<file path="src/rtl/adc_seq.sv">
`timescale 1ns/1ps
module adc_seq #(
  parameter int HALF_CLKS   = 4,
  parameter int SETTLE_CLKS = 87500,
  parameter int CONV_PULSES = 14,
  parameter int SEL_BITS    = 3,
  parameter int ADDR_BITS   = 3,
  parameter int DATA_BITS   = 12,
  parameter int RES_W       = 16
) (
  input  logic                clk,
  input  logic                rst_n,
  input  logic                start,
  input  logic [SEL_BITS-1:0] mux_sel,
  output logic                busy,
  output logic                done,
  output logic [RES_W-1:0]    result,
  output logic                sdo,
  output logic                sclk,
  output logic                tx_fs_n,
  output logic                rx_fs_n,
  output logic                conv_clk,
  input  logic                sdi
);
  localparam int FRAME_BITS = SEL_BITS + 3;
  localparam int RD_BITS    = ADDR_BITS + DATA_BITS;
  localparam int CELL       = 2 * HALF_CLKS;
  localparam int TMAX       = (CELL > SETTLE_CLKS) ? CELL : SETTLE_CLKS;
  localparam int TW         = $clog2(TMAX + 1);
  localparam int IMAX0      = (CONV_PULSES > RD_BITS) ? CONV_PULSES : RD_BITS;
  localparam int IMAX       = (IMAX0 > FRAME_BITS) ? IMAX0 : FRAME_BITS;
  localparam int IW         = $clog2(IMAX + 1);

  typedef enum logic [2:0] {
    ST_IDLE, ST_SEL, ST_SETTLE, ST_GO, ST_CONV, ST_READ, ST_DONE
  } st_t;

  st_t                   state;
  logic [TW-1:0]         tick;
  logic [IW-1:0]         idx;
  logic [SEL_BITS-1:0]   sel_q;
  logic [FRAME_BITS-1:0] wsr;
  logic [DATA_BITS-1:0]  shreg;

  wire cell_end = (tick == TW'(CELL - 1));
  wire low_half = (tick >= TW'(HALF_CLKS));
  wire writing  = (state == ST_SEL) || (state == ST_GO);
  wire shifting = writing || (state == ST_READ);

  assign busy     = (state != ST_IDLE);
  assign done     = (state == ST_DONE);
  assign tx_fs_n  = !writing;
  assign rx_fs_n  = (state != ST_READ);
  assign sclk     = !(shifting && low_half);
  assign conv_clk = (state == ST_CONV) && !low_half;
  assign sdo      = writing && wsr[FRAME_BITS-1];

  always_ff @(posedge clk) begin
    if (!rst_n) begin
      state  <= ST_IDLE;
      tick   <= '0;
      idx    <= '0;
      sel_q  <= '0;
      wsr    <= '0;
      shreg  <= '0;
      result <= '0;
    end else begin
      case (state)
        ST_IDLE: begin
          if (start) begin
            sel_q <= mux_sel;
            wsr   <= {mux_sel, 3'b000};
            tick  <= '0;
            idx   <= '0;
            state <= ST_SEL;
          end
        end
        ST_SEL, ST_GO: begin
          if (cell_end) begin
            tick <= '0;
            wsr  <= {wsr[FRAME_BITS-2:0], 1'b0};
            if (idx == IW'(FRAME_BITS - 1)) begin
              idx   <= '0;
              state <= (state == ST_SEL) ? ST_SETTLE : ST_CONV;
            end else begin
              idx <= idx + 1'b1;
            end
          end else begin
            tick <= tick + 1'b1;
          end
        end
        ST_SETTLE: begin
          if (tick == TW'(SETTLE_CLKS - 1)) begin
            tick  <= '0;
            wsr   <= {sel_q, 3'b100};
            state <= ST_GO;
          end else begin
            tick <= tick + 1'b1;
          end
        end
        ST_CONV: begin
          if (cell_end) begin
            tick <= '0;
            if (idx == IW'(CONV_PULSES - 1)) begin
              idx   <= '0;
              state <= ST_READ;
            end else begin
              idx <= idx + 1'b1;
            end
          end else begin
            tick <= tick + 1'b1;
          end
        end
        ST_READ: begin
          if (tick == TW'(HALF_CLKS - 1))
            shreg <= {shreg[DATA_BITS-2:0], sdi};
          if (cell_end) begin
            tick <= '0;
            if (idx == IW'(RD_BITS - 1)) begin
              idx    <= '0;
              result <= RES_W'(shreg);
              state  <= ST_DONE;
            end else begin
              idx <= idx + 1'b1;
            end
          end else begin
            tick <= tick + 1'b1;
          end
        end
        default: state <= ST_IDLE;
      endcase
    end
  end
endmodule


</file>
<file path="config.mk">
export PLATFORM = sky130hd
export DESIGN_NAME = adc_seq
export DESIGN_NICKNAME = d
export VERILOG_FILES = /design/src/rtl/adc_seq.sv
export SDC_FILE = /design/constraint.sdc
export NUM_CORES = 1
export LEC_CHECK = 0
export BUFFER_PORTS_ARGS = -buffer_cell sky130_fd_sc_hd__buf_2
export CORE_MARGIN = 2
export CORE_UTILIZATION = 50
export DETAILED_ROUTE_END_ITERATION = 8
export PLACE_DENSITY = 0.7
export SYNTH_ARGS = -nofsm -noshare
export SYNTH_HDL_FRONTEND = slang
export SYNTH_SLANG_ARGS = --single-unit
</file>
<file path="constraint.sdc">
create_clock -name clk -period 4.8 [get_ports clk]
set_input_delay 0.72 -clock clk [delete_from_list [all_inputs] [get_ports clk]]
set_output_delay 0.72 -clock clk [all_outputs]
set_load 0.01 [all_outputs]
</file>
==> flow_metrics.env <==
export IMPL_place_hpwl_um=3684
export IMPL_max_cap_viol_count=0
export IMPL_drive_above_1_share_pct=14.55
export IMPL_synth_distinct_cells=53
export IMPL_cp_start_kind="flip-flop"
export IMPL_met2_length_um=2370
export IMPL_numPortBuffers=25
export IMPL_chipHeight_um=79.42
export IMPL_setup_tns_ns=0
export IMPL_top_layer_used="met4"
export IMPL_crit_family="simple AND/OR/NAND/NOR gates"
export IMPL_die_area_um2=6308
export IMPL_crit_chain="nor4_4 -> nand4_1 -> nor4b_1 -> buf_2"
export IMPL_synth_edff_count=0
export IMPL_drc=0
export IMPL_cts_tree="built"
export IMPL_maxSlewHeadroom_pct=21.49
export IMPL_ctsRootBufferMaster="clkbuf_8"
export IMPL_fp_dieW_um=79.42
export IMPL_slowest_delay_ns=0.39
export IMPL_multi_input_area_um2=1577
export IMPL_vias=2133
export IMPL_reg2regPathDepth=4
export IMPL_cp_startpoint="tick[9]$_SDFFE_PN0P_"
export IMPL_fin_crit_ns=2.516
export IMPL_synth_most_common_cell="dfxtp_1"
export IMPL_avgViaCountPerCell=5.400
export IMPL_hold_class="reg -> reg"
export IMPL_grt_total_usage_pct=18.18
export IMPL_filler_cell_count=537
export IMPL_io_pins=30
export IMPL_synth_seq_cells=55
export IMPL_gp_congestion=0.8923
export IMPL_hold_violations=0
export IMPL_outcome="complete, no violations"
export IMPL_cts_buffers=5
export IMPL_wl_met3_um=175
export IMPL_max_slew_worst_pin_slew_ns=1.171
export IMPL_ys_flop_type="dfxtp_1"
export IMPL_critPathRequiredTime_ns=4.08
export IMPL_rows=27
export IMPL_met1_length_um=2574
export IMPL_yosysSeqAreaShare_pct=38.72
export IMPL_setup_viol=0
export IMPL_regArea_um2=1101
export IMPL_peakVddDrop_mv=0.1597
export IMPL_endpoint_kind="output pin"
export IMPL_p_leak_nw=0.9737
export IMPL_antenna_found_initial=0
export IMPL_r2r_start="state[0]$_SDFFE_PN0P_"
export IMPL_yosys_warnings=0
export IMPL_cts_resized_gates=0
export IMPL_num_nets_final=332
export IMPL_crit_arrival_ns=1.80
export IMPL_cts_setup_buffers=0
export IMPL_syn2layout_area_growth_pct=5.807
export IMPL_path_clk_slew_ns=0.09
export IMPL_synth_common_cells="55 x dfxtp_1, 29 x nor2b_1, 27 x mux2i_1, 27 x nor2_1, 19 x nand2_1"
export IMPL_grt_start_max_net_pins=44
export IMPL_dpl_cell_count=388
export IMPL_skew_ns=0.007047
export IMPL_slew_violations=0
export IMPL_cts_max_path_buffers=2
export IMPL_grt_overflow=0
export IMPL_start_util_pct=51.65
export IMPL_ant_nets=0
export IMPL_drt_wl_total_um=5213
export IMPL_rsz0062_at_grt="false"
export IMPL_endpoint="conv_clk"
export IMPL_firstDrtPassIters=4
export IMPL_postSynthCellCount=312
export IMPL_r2r_setup_slack_ns=2.29
export IMPL_reg2reg_to="shreg[10]$_SDFFE_PN0P_"
export IMPL_h_tree_depth=2
export IMPL_clk_latency_ns=0.31
export IMPL_synth_top_area_cell="dfxtp_1"
export IMPL_worstPathMaxFanout=7
export IMPL_drt_iter0_drc=83
export IMPL_ys_async_sr_fraction_pct=0
export IMPL_critPathBufInv=1
export IMPL_utilization_pct=54.65
export IMPL_finalCritPeriodShare_pct=52.41
export IMPL_coreArea_um2=5507
export IMPL_critPathKind="reg -> out"
export IMPL_diodes=0
export IMPL_netlist_area_um2=2844
export IMPL_synth_area_top_cells="dfxtp_1 39%, mux2i_1 9.5%, nor2b_1 6.4%"
export IMPL_first_global_vias=2033
export IMPL_slowest_stage="dfxtp_1"
export IMPL_cp_depth=4
export IMPL_wl_per_cell_um=13.20
export IMPL_synth_top_cell_area_share_pct=38.72
export IMPL_final_cells=395
export IMPL_grt_pass1_wl_um=9301
export IMPL_power_density_nw_per_um2=264.2
export IMPL_cts_hold_buffers_added=0
export IMPL_clock_fmax_mhz=397.5
export IMPL_avgSynthCellArea_um2=9.115
export IMPL_cts_sink_count=55
## routing by layer
metal,vias up,track usage (%)
li1,1103,-
met1,990,24.31
met2,32,28.91
met3,8,3.733
met4,0,6.724
met5,-,0
## logic make-up after synthesis
logic type	Yosys count	share of synthesized area (%)
AOI/OAI and AO/OA	42	10.16
xor gates and xnor gates	15	4.620
muxes	27	9.503
DFF	55	38.72
other	1	0.1319
and+or+nand+nor	137	29.74
adders and majority gates	2	0.8798
buffers and inverters	33	6.247
## cells in the final DEF (no fill, tap or decap), types with 3 or more instances in the layout
cell type   n
inv_1       9
clkbuf_8    5
conb_1      4
nor3_1      5
nand2b_1    4
nand2_1    19
a21oi_1     6
and2_1      4
buf_2      25
a21boi_0    4
mux2i_1    27
o21ai_0     8
nand3_1    14
o22ai_1     3
dfxtp_1    55
nor4_4      4
nand4b_1    3
nor4_1      5
xnor2_1    14
nand4_1     4
nor2b_1    29
nor2_1     27
a22oi_1     3
## registers in the layout, indices dropped and copies added, names as in the netlist
register,cells
idx,4
wsr,4
state,3
tick,17
result,12
shreg,12
sel_q,3
## how the worst min path moves through the flow
stage                     cells past startpoint             endpoint                 from  slack (ns)
after floorplan                               2  wsr[5]$_SDFFE_PN0P_  wsr[5]$_SDFFE_PN0P_        0.46
after global placement                        2  wsr[3]$_SDFFE_PN0P_  wsr[3]$_SDFFE_PN0P_        0.47
after detailed placement                      2  wsr[5]$_SDFFE_PN0P_  wsr[5]$_SDFFE_PN0P_        0.48
after CTS                                     2  wsr[5]$_SDFFE_PN0P_  wsr[5]$_SDFFE_PN0P_        0.50
after global routing                          2  wsr[2]$_SDFFE_PN0P_  wsr[2]$_SDFFE_PN0P_        0.53
final                                         2  wsr[4]$_SDFFE_PN0P_  wsr[4]$_SDFFE_PN0P_        0.49
## cell type report
class / instances / share of cell area [%]
clock buffers: 5 / 2.287
repair buffers: 25 / 4.158
flip-flops and latches: 55 / 36.59
inverters: 9 / 1.123
clock inverters: 2 / 0.4574
well taps: 72 / 2.994
multi-input cells: 227 / 52.39
## power breakdown
part / internal (mW) / leakage (nW) / switching [mW] / total [mW]
clock: 0.100 / 0.0440 / 0.148 / 0.248
combinational: 0.0279 / 0.485 / 0.0448 / 0.0727
sequential: 0.464 / 0.444 / 0.0105 / 0.474
total: 0.592 / 0.974 / 0.203 / 0.795
## per-stage QoR
| stage | cell area, um2 | setup WS (ns) | hold slack [ns] | total power, mW |
|---|---|---|---|---|
| 2_1_floorplan | 2855 | 2.739 | 0.4556 | 0.5451 |
| 4_1_cts | 3009 | 2.240 | 0.4980 | 0.8062 |
| 6_report | 3009 | 2.284 | 0.4932 | 0.7951 |
| 5_1_grt | 3009 | 2.102 | 0.5300 | 0.8362 |
| 3_5_place_dp | 2927 | 2.325 | 0.4831 | 0.5576 |
| 3_3_place_gp | 2927 | 2.374 | 0.4726 | 0.5572 |
## worst register-to-register path: stages (launching register included)
cell     delay (ns)
dfxtp_1        0.73
nand3_1        0.33
nor3_2         1.00
mux2i_1        0.29
nor2b_1        0.07
(Power assumes the default switching activity.)
